`src/rtl/ilk_pkg.sv`:
```
`timescale 1ns/1ps
package ilk_pkg;
  localparam int SLOTS_PER_STAGE = 2;
  localparam int SLOT_MAIN       = 0;
  localparam int SLOT_SKID       = 1;
endpackage

```
`src/rtl/ilk_slot.sv`:
```
`timescale 1ns/1ps
module ilk_slot #(
  parameter int DATA_W = 16
) (
  input  logic              clk_i,
  input  logic              rst_ni,
  input  logic              ld_i,
  input  logic              vld_nx_i,
  input  logic [DATA_W-1:0] d_i,
  output logic              vld_o,
  output logic [DATA_W-1:0] d_o
);
  always_ff @(posedge clk_i or negedge rst_ni) begin
    if (!rst_ni) vld_o <= 1'b0;
    else         vld_o <= vld_nx_i;
  end

  // data needs no reset; only written on a gated load
  always_ff @(posedge clk_i) begin
    if (ld_i) d_o <= d_i;
  end
endmodule

```
`src/rtl/ilk_stage.sv`:
```
`timescale 1ns/1ps
module ilk_stage
  import ilk_pkg::*;
#(
  parameter int DATA_W = 16
) (
  input  logic                       clk_i,
  input  logic                       rst_ni,
  input  logic                       in_valid_i,
  input  logic [DATA_W-1:0]          in_data_i,
  input  logic                       stall_i,
  output logic                       valid_o,
  output logic [DATA_W-1:0]          data_o,
  output logic                       stall_o,
  output logic [SLOTS_PER_STAGE-1:0] ld_en_o
);
  logic              main_v, skid_v, stall_q;
  logic [DATA_W-1:0] skid_d, main_in_d;
  logic              out_go, main_from_in, main_from_skid, skid_from_in;
  logic              main_v_nx, skid_v_nx, stall_nx;

  always_comb begin
    out_go         = main_v & ~stall_i;
    main_from_in   = ~stall_q & in_valid_i & (~main_v | out_go);
    skid_from_in   = ~stall_q & in_valid_i & main_v & ~out_go;
    main_from_skid = stall_q & skid_v & out_go;

    if (main_from_in | main_from_skid) main_v_nx = 1'b1;
    else if (out_go)                   main_v_nx = 1'b0;
    else                               main_v_nx = main_v;

    if (skid_from_in)        skid_v_nx = 1'b1;
    else if (main_from_skid) skid_v_nx = 1'b0;
    else                     skid_v_nx = skid_v;

    // decision folded into the register input: stall only with valid data held
    stall_nx  = skid_v_nx | (main_v_nx & stall_i);
    main_in_d = main_from_skid ? skid_d : in_data_i;
  end

  ilk_slot #(.DATA_W(DATA_W)) u_main (
    .clk_i    (clk_i),
    .rst_ni   (rst_ni),
    .ld_i     (main_from_in | main_from_skid),
    .vld_nx_i (main_v_nx),
    .d_i      (main_in_d),
    .vld_o    (main_v),
    .d_o      (data_o)
  );

  ilk_slot #(.DATA_W(DATA_W)) u_skid (
    .clk_i    (clk_i),
    .rst_ni   (rst_ni),
    .ld_i     (skid_from_in),
    .vld_nx_i (skid_v_nx),
    .d_i      (in_data_i),
    .vld_o    (skid_v),
    .d_o      (skid_d)
  );

  always_ff @(posedge clk_i or negedge rst_ni) begin
    if (!rst_ni) stall_q <= 1'b0;
    else         stall_q <= stall_nx;
  end

  assign valid_o            = main_v;
  assign stall_o            = stall_q;
  assign ld_en_o[SLOT_MAIN] = main_from_in | main_from_skid;
  assign ld_en_o[SLOT_SKID] = skid_from_in;
endmodule

```
`src/rtl/ilk_pipe.sv`:
```
`timescale 1ns/1ps
module ilk_pipe
  import ilk_pkg::*;
#(
  parameter int NUM_STAGES = 4,
  parameter int DATA_W     = 16
) (
  input  logic                                  clk_i,
  input  logic                                  rst_ni,
  input  logic                                  in_valid_i,
  input  logic [DATA_W-1:0]                     in_data_i,
  output logic                                  in_stall_o,
  output logic                                  out_valid_o,
  output logic [DATA_W-1:0]                     out_data_o,
  input  logic                                  out_stall_i,
  output logic [NUM_STAGES*SLOTS_PER_STAGE-1:0] slot_ld_en_o
);
  logic [NUM_STAGES:0]             vld_w;
  logic [NUM_STAGES:0]             stl_w;
  logic [NUM_STAGES:0][DATA_W-1:0] dat_w;

  assign vld_w[0]          = in_valid_i;
  assign dat_w[0]          = in_data_i;
  assign stl_w[NUM_STAGES] = out_stall_i;

  for (genvar k = 0; k < NUM_STAGES; k++) begin : g_stage
    ilk_stage #(.DATA_W(DATA_W)) u_stage (
      .clk_i      (clk_i),
      .rst_ni     (rst_ni),
      .in_valid_i (vld_w[k]),
      .in_data_i  (dat_w[k]),
      .stall_i    (stl_w[k+1]),
      .valid_o    (vld_w[k+1]),
      .data_o     (dat_w[k+1]),
      .stall_o    (stl_w[k]),
      .ld_en_o    (slot_ld_en_o[k*SLOTS_PER_STAGE +: SLOTS_PER_STAGE])
    );
  end

  assign in_stall_o  = stl_w[0];
  assign out_valid_o = vld_w[NUM_STAGES];
  assign out_data_o  = dat_w[NUM_STAGES];
endmodule

```
`config.mk`:
```
export PLATFORM = sky130hd
export DESIGN_NAME = ilk_pipe
export DESIGN_NICKNAME = d
export VERILOG_FILES = /design/src/rtl/ilk_pkg.sv /design/src/rtl/ilk_slot.sv /design/src/rtl/ilk_stage.sv /design/src/rtl/ilk_pipe.sv
export SDC_FILE = /design/constraint.sdc
export NUM_CORES = 1
export LEC_CHECK = 0
export ABC_AREA = 1
export ABC_CLOCK_PERIOD_IN_PS = 3200
export BUFFER_PORTS_ARGS = -buffer_cell sky130_fd_sc_hd__buf_4
export CORE_AREA = 2 2 108 110
export DETAILED_ROUTE_END_ITERATION = 12
export DIE_AREA = 0 0 110 112
export GPL_TIMING_DRIVEN = 0
export PLACE_DENSITY = 0.8
export SYNTH_ARGS = -nofsm -noshare
export SYNTH_HDL_FRONTEND = slang
export SYNTH_SLANG_ARGS = --single-unit
```
`constraint.sdc`:
```
create_clock -name clk_i -period 3.2 [get_ports clk_i]
set_input_delay 0.16 -clock clk_i [delete_from_list [all_inputs] [get_ports clk_i]]
set_output_delay 0.16 -clock clk_i [all_outputs]
set_load 0.05 [all_outputs]
```
==> results.cfg, run 1 <==
[run_status]
run_status = finished clean

[timing]
sum_of_negative_setup_slack_ns = 0
fin_crit_sh = 0.800
worst_slack_ns = 0.641
clock_skew_after_layout_ns = 0.00756
finalCriticalPeriod_ns = 2.56
slew_at_the_pin_closest_to_its_max_slew_limit_ns = 1.26
maxClockFrequency_mhz = 391
final-setup-viol-count = 0
final_report_max_slew_violation_count = 0
rsz_0062_raised_after_global_routing = false
final_hold_viol_count = 0
slew_headroom = 0.160

[setup_path]
timing.reg2reg.setup_slack_ns = 1.27
timing_worst_setup_path_type = register to output port
worst_path_max_fanout = 18
crit_path_start = g_stage[2].u_stage.stall_o
reg2reg_to = g_stage[1].u_stage.u_skid.d_o[9]
worst-endpoint-required_ns = 3.04
origin_of_the_critical_flop_to_flop_path = g_stage[2].u_stage.stall_o
setup.worst_path.start_class = register
worstPathArrival_ns = 2.40
worst_r2r_path_depth = 2
worst_setup_path_end_kind = output port

[floorplanning]
die_w_um = 110
placement_rows = 39
die-height_um = 112
die_area_um2 = 12300
core-area_um2 = 11200
io-pin-count = 46
floorplan.initialDensity = 0.491

[cts]
cts_made_buffers = 17
max_h_tree_level = 4
ctsRootBufferMaster = sky130_fd_sc_hd__clkbuf_16
number_of_cells_upsized_or_downsized_after_cts = 0
cts_num_sinks = 140
clock_tree.buffer_depth = 2
cts.reportedPaths.clkPinSlew_ns = 0.05
insertion_delay_ns = 0.41
ctsHoldBuffers = 18
cts_setup_buffers = 0
cts_tree = yes

[run]
max_cap_violations = 0

[cells_and_area]
antennaDiodeCount = 0
num-nets-final = 539
fillerInstances = 805
finish.instance_area_um2 = 6730
layout-drive-gt1-share = 0.235
area_growth_pct = 22.7

[min_path]
hold_depth = 3
worstHoldPathType = primary input to register
destination_of_the_worst_hold_path = g_stage[0].u_stage.u_main.vld_o
min-delay-start = in_valid_i

[synthesis]
synth_nets = 456
synth_area_um2 = 5480
synth_seq_area_share = 0.756
avgSynthCellArea_um2 = 12.6
synth_top_cells_by_area = sky130_fd_sc_hd__edfxtp_1, sky130_fd_sc_hd__nand2_1, sky130_fd_sc_hd__dfrtp_1
synthDominantAreaCellType = sky130_fd_sc_hd__edfxtp_1
ys_warnings = 0
synthDistinctLibCells = 16
netlist_instances = 436
ys_ff_latch = 140
yosys.area.top_type_share = 0.701

[placement]
hpwlAfterDp_um = 5400
dp_slack_ns = 0.977
finalWeightedCongestion = 0.785
post_placement_cell_area_um2 = 6010
place.port_buffers = 45

[global_route]
antenna_found_initial = 0
grt.overflow.total = 0
grt_pass1_vias = 3087
wire_length_of_the_first_global_routing_pass_um = 13600
grtUsageTotal = 0.147
maximum_number_of_pins_on_one_net_before_global_route_repair = 19

[detailed_routing]
detailedRoute.firstPassIterationCount = 4
wire_per_inst_um = 12.2
totalWireLength_um = 8210
postRouteAntennaNets = 0
remaining_drc_errors = 0
dr.first_iter.drc_count = 135
routed-via-count = 3121
detail_route.vias_per_cell = 4.62

[pwr]
leakage_nw = 2.86
power_density_nw_per_um2 = 961
vdd_ir_drop_max_v = 0.000508
==> worst max-delay path, stage by stage (launching register included) <==
cell                      delay (ns)
sky130_fd_sc_hd__dfrtp_1        0.44
sky130_fd_sc_hd__nand2_1        0.12
sky130_fd_sc_hd__nor2_1         0.97
sky130_fd_sc_hd__buf_4          0.26
sky130_fd_sc_hd__buf_4          0.19
==> metrics by stage <==
| step | hold slack, ns | power, W | utilization | cells |
|---|---|---|---|---|
| floorplan | -0.136 | 0.00425 | - | 436 |
| global placement | 0.000958 | 0.00462 | 0.537 | 624 |
| global route | 0.0664 | 0.00681 | 0.602 | 675 |
| finish | 0.0563 | 0.00646 | 0.602 | 675 |
| detailed placement | 0.00604 | 0.00473 | 0.538 | 625 |
| CTS | 0.0179 | 0.00650 | 0.602 | 675 |
==> per-layer routing <==
metal  up-vias  track usage  routed length (um)
met4         0       0.0802                 183
met2        81        0.255                4470
met3        15       0.0486                 343
li1       1592            -                   -
met5         -            0                   0
met1      1433        0.154                3210
==> where the power goes <==
group          switching (W)  total, W  internal [W]
clock network       0.000689   0.00174       0.00105
logic                0.00116   0.00174      0.000575
registers           0.000223   0.00298       0.00276
==> synth_stat cells, drive strengths merged <==
| cell type | n |
|---|---|
| dfrtp | 12 |
| nand3 | 21 |
| nand2 | 206 |
| buf | 36 |
| o21ai | 2 |
| a21oi | 3 |
| edfxtp | 128 |
| inv | 21 |
| nor2 | 7 |
==> flip-flops by register name, summed over array words and instances, names as in the netlist <==
name	count
g_stage.u_stage.u_main.vld_o	4
g_stage.u_stage.stall_o	4
g_stage.u_stage.u_skid.vld_o	4
g_stage.u_stage.u_main.d_o	64
g_stage.u_stage.u_skid.d_o	64
==> kinds of logic after synthesis <==
group	after synthesis	share of synthesized area
DFF	140	0.756
and+or+nand+nor	234	0.170
AOI/OAI and AO/OA	5	0.00456
buffers and inverters	57	0.0694
==> final cells by class <==
class	count	area, um^2	share of cell area
inverter	21	78.8	0.0117
multi-input combinational	239	965	0.143
timing repair buffer	64	526	0.0781
clock inverter	14	105	0.0156
tap	143	179	0.0266
sequential	140	4140	0.616
buffer	36	302	0.0448
clock buffer	18	429	0.0638
==> worst max path at each step <==
stage                           end  slack (ns)
global route        slot_ld_en_o[3]        0.49
floorplan           slot_ld_en_o[6]        0.65
global placement    slot_ld_en_o[6]        0.39
finish              slot_ld_en_o[3]        0.64
CTS                 slot_ld_en_o[5]        0.45
detailed placement  slot_ld_en_o[5]        0.98
==> cells in the final DEF, fill, tap and decap left out <==
master,n
sky130_fd_sc_hd__a21oi_1,3
sky130_fd_sc_hd__buf_2,1
sky130_fd_sc_hd__buf_4,72
sky130_fd_sc_hd__buf_6,9
sky130_fd_sc_hd__bufinv_16,1
sky130_fd_sc_hd__clkbuf_1,1
sky130_fd_sc_hd__clkbuf_16,17
sky130_fd_sc_hd__clkinv_1,2
sky130_fd_sc_hd__clkinv_2,7
sky130_fd_sc_hd__clkinv_4,2
sky130_fd_sc_hd__clkinvlp_4,2
sky130_fd_sc_hd__dfrtp_1,12
sky130_fd_sc_hd__dlygate4sd3_1,18
sky130_fd_sc_hd__edfxtp_1,128
sky130_fd_sc_hd__inv_1,17
sky130_fd_sc_hd__inv_2,4
sky130_fd_sc_hd__nand2_1,202
sky130_fd_sc_hd__nand2_2,3
sky130_fd_sc_hd__nand2_4,1
sky130_fd_sc_hd__nand3_1,21
sky130_fd_sc_hd__nor2_1,1
sky130_fd_sc_hd__nor2_2,5
sky130_fd_sc_hd__nor2_4,1
sky130_fd_sc_hd__o21ai_0,1
sky130_fd_sc_hd__o21ai_1,1
(Power assumes the default switching activity.)
==> inputs of run 2 (changes only) <==
Settings changed: ABC_CLOCK_PERIOD_IN_PS 3200 to 2120, PLACE_DENSITY 0.8 to 0.82.
Clock period 3.2 ns to 2.12 ns, I/O delays scaled along.
==> run 2 against run 1 <==
  * Register-to-register slack got worse by 0.78 ns
  * Routed wire length increased by 2.8%
  * Power rose by 56%
==> results.cfg, run 2 (synthesis gave the netlist of run 1 again) <==
[detailed_routing]
detail_route.vias_per_cell = 4.61
detailedRoute.firstPassIterationCount = 4
totalWireLength_um = 8440
routed-via-count = 3143
dr.first_iter.drc_count = 128
postRouteAntennaNets = 0
wire_per_inst_um = 12.4
remaining_drc_errors = 0

[cells_and_area]
area.sequential_um2 = 4140
num-nets-final = 546
area_growth_pct = 25.4
layout.cells.most_common = sky130_fd_sc_hd__nand2_1
finalCoreUtilization = 0.615
layout-drive-gt1-share = 0.252
final_cell_mix = sky130_fd_sc_hd__nand2_1, sky130_fd_sc_hd__edfxtp_1, sky130_fd_sc_hd__buf_4
multi_input_area_um2 = 1030
antennaDiodeCount = 0
fillerInstances = 787
biggestRegsByFlops = g_stage.u_stage.u_main.d_o x64, g_stage.u_stage.u_skid.d_o x64

[placement]
dp_slack_ns = -0.0476
hpwlAfterDp_um = 5580
finalWeightedCongestion = 0.793
place.port_buffers = 45

[setup_path]
crit_path_start = g_stage[3].u_stage.stall_o
endpoint = slot_ld_en_o[6]
crit_cells = 7
worst-endpoint-required_ns = 2.01
setup.worst_path.start_class = register
worstPathArrival_ns = 1.90
cp_cell_sequence = nand2_1 > inv_2 > nand2_4 > buf_6 > o21ai_4 > buf_4 > buf_4
worst_path_max_fanout = 10
worst-path-buf-inv = 4
worst_setup_path_end_kind = output port
reg2reg_to = g_stage[3].u_stage.u_main.d_o[6]
cp_slowest_stage_delay_ns = 0.45
timing_worst_setup_path_type = register to output port
timing.critical_path.max_delay_family = buffers and inverters
origin_of_the_critical_flop_to_flop_path = g_stage[3].u_stage.stall_o
crit_top_cell = sky130_fd_sc_hd__buf_4
timing.reg2reg.setup_slack_ns = 0.49
worst_r2r_path_depth = 6
critical-path-slowest-cell = sky130_fd_sc_hd__dfrtp_1

[global_route]
grt_pass1_vias = 3244
maximum_number_of_pins_on_one_net_before_global_route_repair = 19
grtUsageTotal = 0.153
wire_length_of_the_first_global_routing_pass_um = 14300
grt.overflow.total = 0
antenna_found_initial = 0

[timing]
maxClockFrequency_mhz = 498
fin_crit_sh = 0.947
rsz_0062_raised_after_global_routing = false
worst_slack_ns = 0.112
final-setup-viol-count = 0
final_hold_viol_count = 0
slew_headroom = 0.671
slew_at_the_pin_closest_to_its_max_slew_limit_ns = 0.492
sum_of_negative_setup_slack_ns = 0
clock_skew_after_layout_ns = 0.00674
finalCriticalPeriod_ns = 2.01
final_report_max_slew_violation_count = 0

[floorplanning]
die-height_um = 112
die_w_um = 110
placement_rows = 39
floorplan.initialDensity = 0.491
die_area_um2 = 12300
core-area_um2 = 11200
io-pin-count = 46

[cts]
max_h_tree_level = 4
cts.reportedPaths.clkPinSlew_ns = 0.05
insertion_delay_ns = 0.41
clock_tree.buffer_depth = 2
ctsRootBufferMaster = sky130_fd_sc_hd__clkbuf_16
cts_made_buffers = 17
cts_num_sinks = 140
cts_tree = yes

[pwr]
leakage_nw = 2.90
switching_share = 0.317
share_clk_of_total_power = 0.272
total_power_w = 0.0101
power_frac_seq = 0.447
power_density_nw_per_um2 = 1460
comb_power_share = 0.281
power.switching_w = 0.00319
p_int_w = 0.00688
vdd_ir_drop_max_v = 0.000993

[min_path]
worstHoldPathType = primary input to register
hold_depth = 3

[run]
max_cap_violations = 0

[run_status]
run_status = finished clean
==> run 2: changes by cell type in the layout (fill, tap and decap cells not counted), moves of 3 or more <==
cell,previous run,this run
sky130_fd_sc_hd__buf_4,72,79
sky130_fd_sc_hd__clkbuf_1,1,5
sky130_fd_sc_hd__clkbuf_8,0,4
sky130_fd_sc_hd__clkinv_2,7,2
sky130_fd_sc_hd__nand2_1,202,199
sky130_fd_sc_hd__nor2_2,5,2
sky130_fd_sc_hd__nor2_4,1,5
==> run 2: how the worst min path moves through the flow <==
| stage | start | slack [ns] | endpoint |
|---|---|---|---|
| floorplan | rst_ni | -0.19 | g_stage[0].u_stage.stall_o |
| global route | in_valid_i | 0.04 | g_stage[0].u_stage.u_main.vld_o |
| finish | in_valid_i | 0.04 | g_stage[0].u_stage.u_main.vld_o |
| global placement | rst_ni | -0.05 | g_stage[0].u_stage.u_main.vld_o |
| detailed placement | rst_ni | -0.05 | g_stage[0].u_stage.u_skid.vld_o |
| CTS | in_valid_i | 0.01 | g_stage[0].u_stage.u_main.vld_o |
==> run 2: what timing repair did <==
item | 4_1_cts | 5_1_grt
endpoints found under the setup margin | 7 | 4
setup buffers | 0 | 8
hold buffers | 18 | 0
endpoints found under the hold margin | 46 | 0
gates resized for setup | 13 | 3
==> run 2: power groups by stage <==
stage	logic, W	clock network (W)	registers [W]
after floorplan	0.00192	0	0.00450
after global placement	0.00248	0	0.00449
after detailed placement	0.00258	0	0.00456
after CTS	0.00271	0.00278	0.00450
after global routing	0.00311	0.00291	0.00458
final	0.00282	0.00273	0.00450
==> run 2: layout make-up <==
class / count / share of cell area
well taps: 143 / 0.0260
clock buffers: 26 / 0.0726
repair buffers: 71 / 0.0841
plain buffers: 36 / 0.0439
flip-flops and latches: 140 / 0.603
inverters: 21 / 0.0120
clock inverters: 6 / 0.00910
multi-input cells: 239 / 0.150
==> run 2: worst reg2reg max path, cell delays in order, from the launching register on <==
cell and delay (ns):
sky130_fd_sc_hd__dfrtp_1 0.45, sky130_fd_sc_hd__nand2_1 0.11, sky130_fd_sc_hd__inv_2 0.18, sky130_fd_sc_hd__nand2_4 0.13
sky130_fd_sc_hd__buf_6 0.18, sky130_fd_sc_hd__o21ai_4 0.11, sky130_fd_sc_hd__buf_4 0.19
==> run 2: metrics by stage <==
step / cells / instance area (um^2) / hold WS, ns
floorplan: 436 / 5490 / -0.190
global placement: 624 / 6000 / -0.0532
detailed placement: 624 / 6000 / -0.0482
CTS: 674 / 6800 / 0.00984
global route: 682 / 6880 / 0.0441
finish: 682 / 6880 / 0.0450
==> run 2: metal layers <==
metal / vias up / part of all wire / track usage
met1: 1426 / 0.36 / 0.158
met4: 0 / 0.027 / 0.0802
met3: 21 / 0.046 / 0.0468
li1: 1603 / - / -
met5: - / 0 / 0
met2: 93 / 0.56 / 0.272
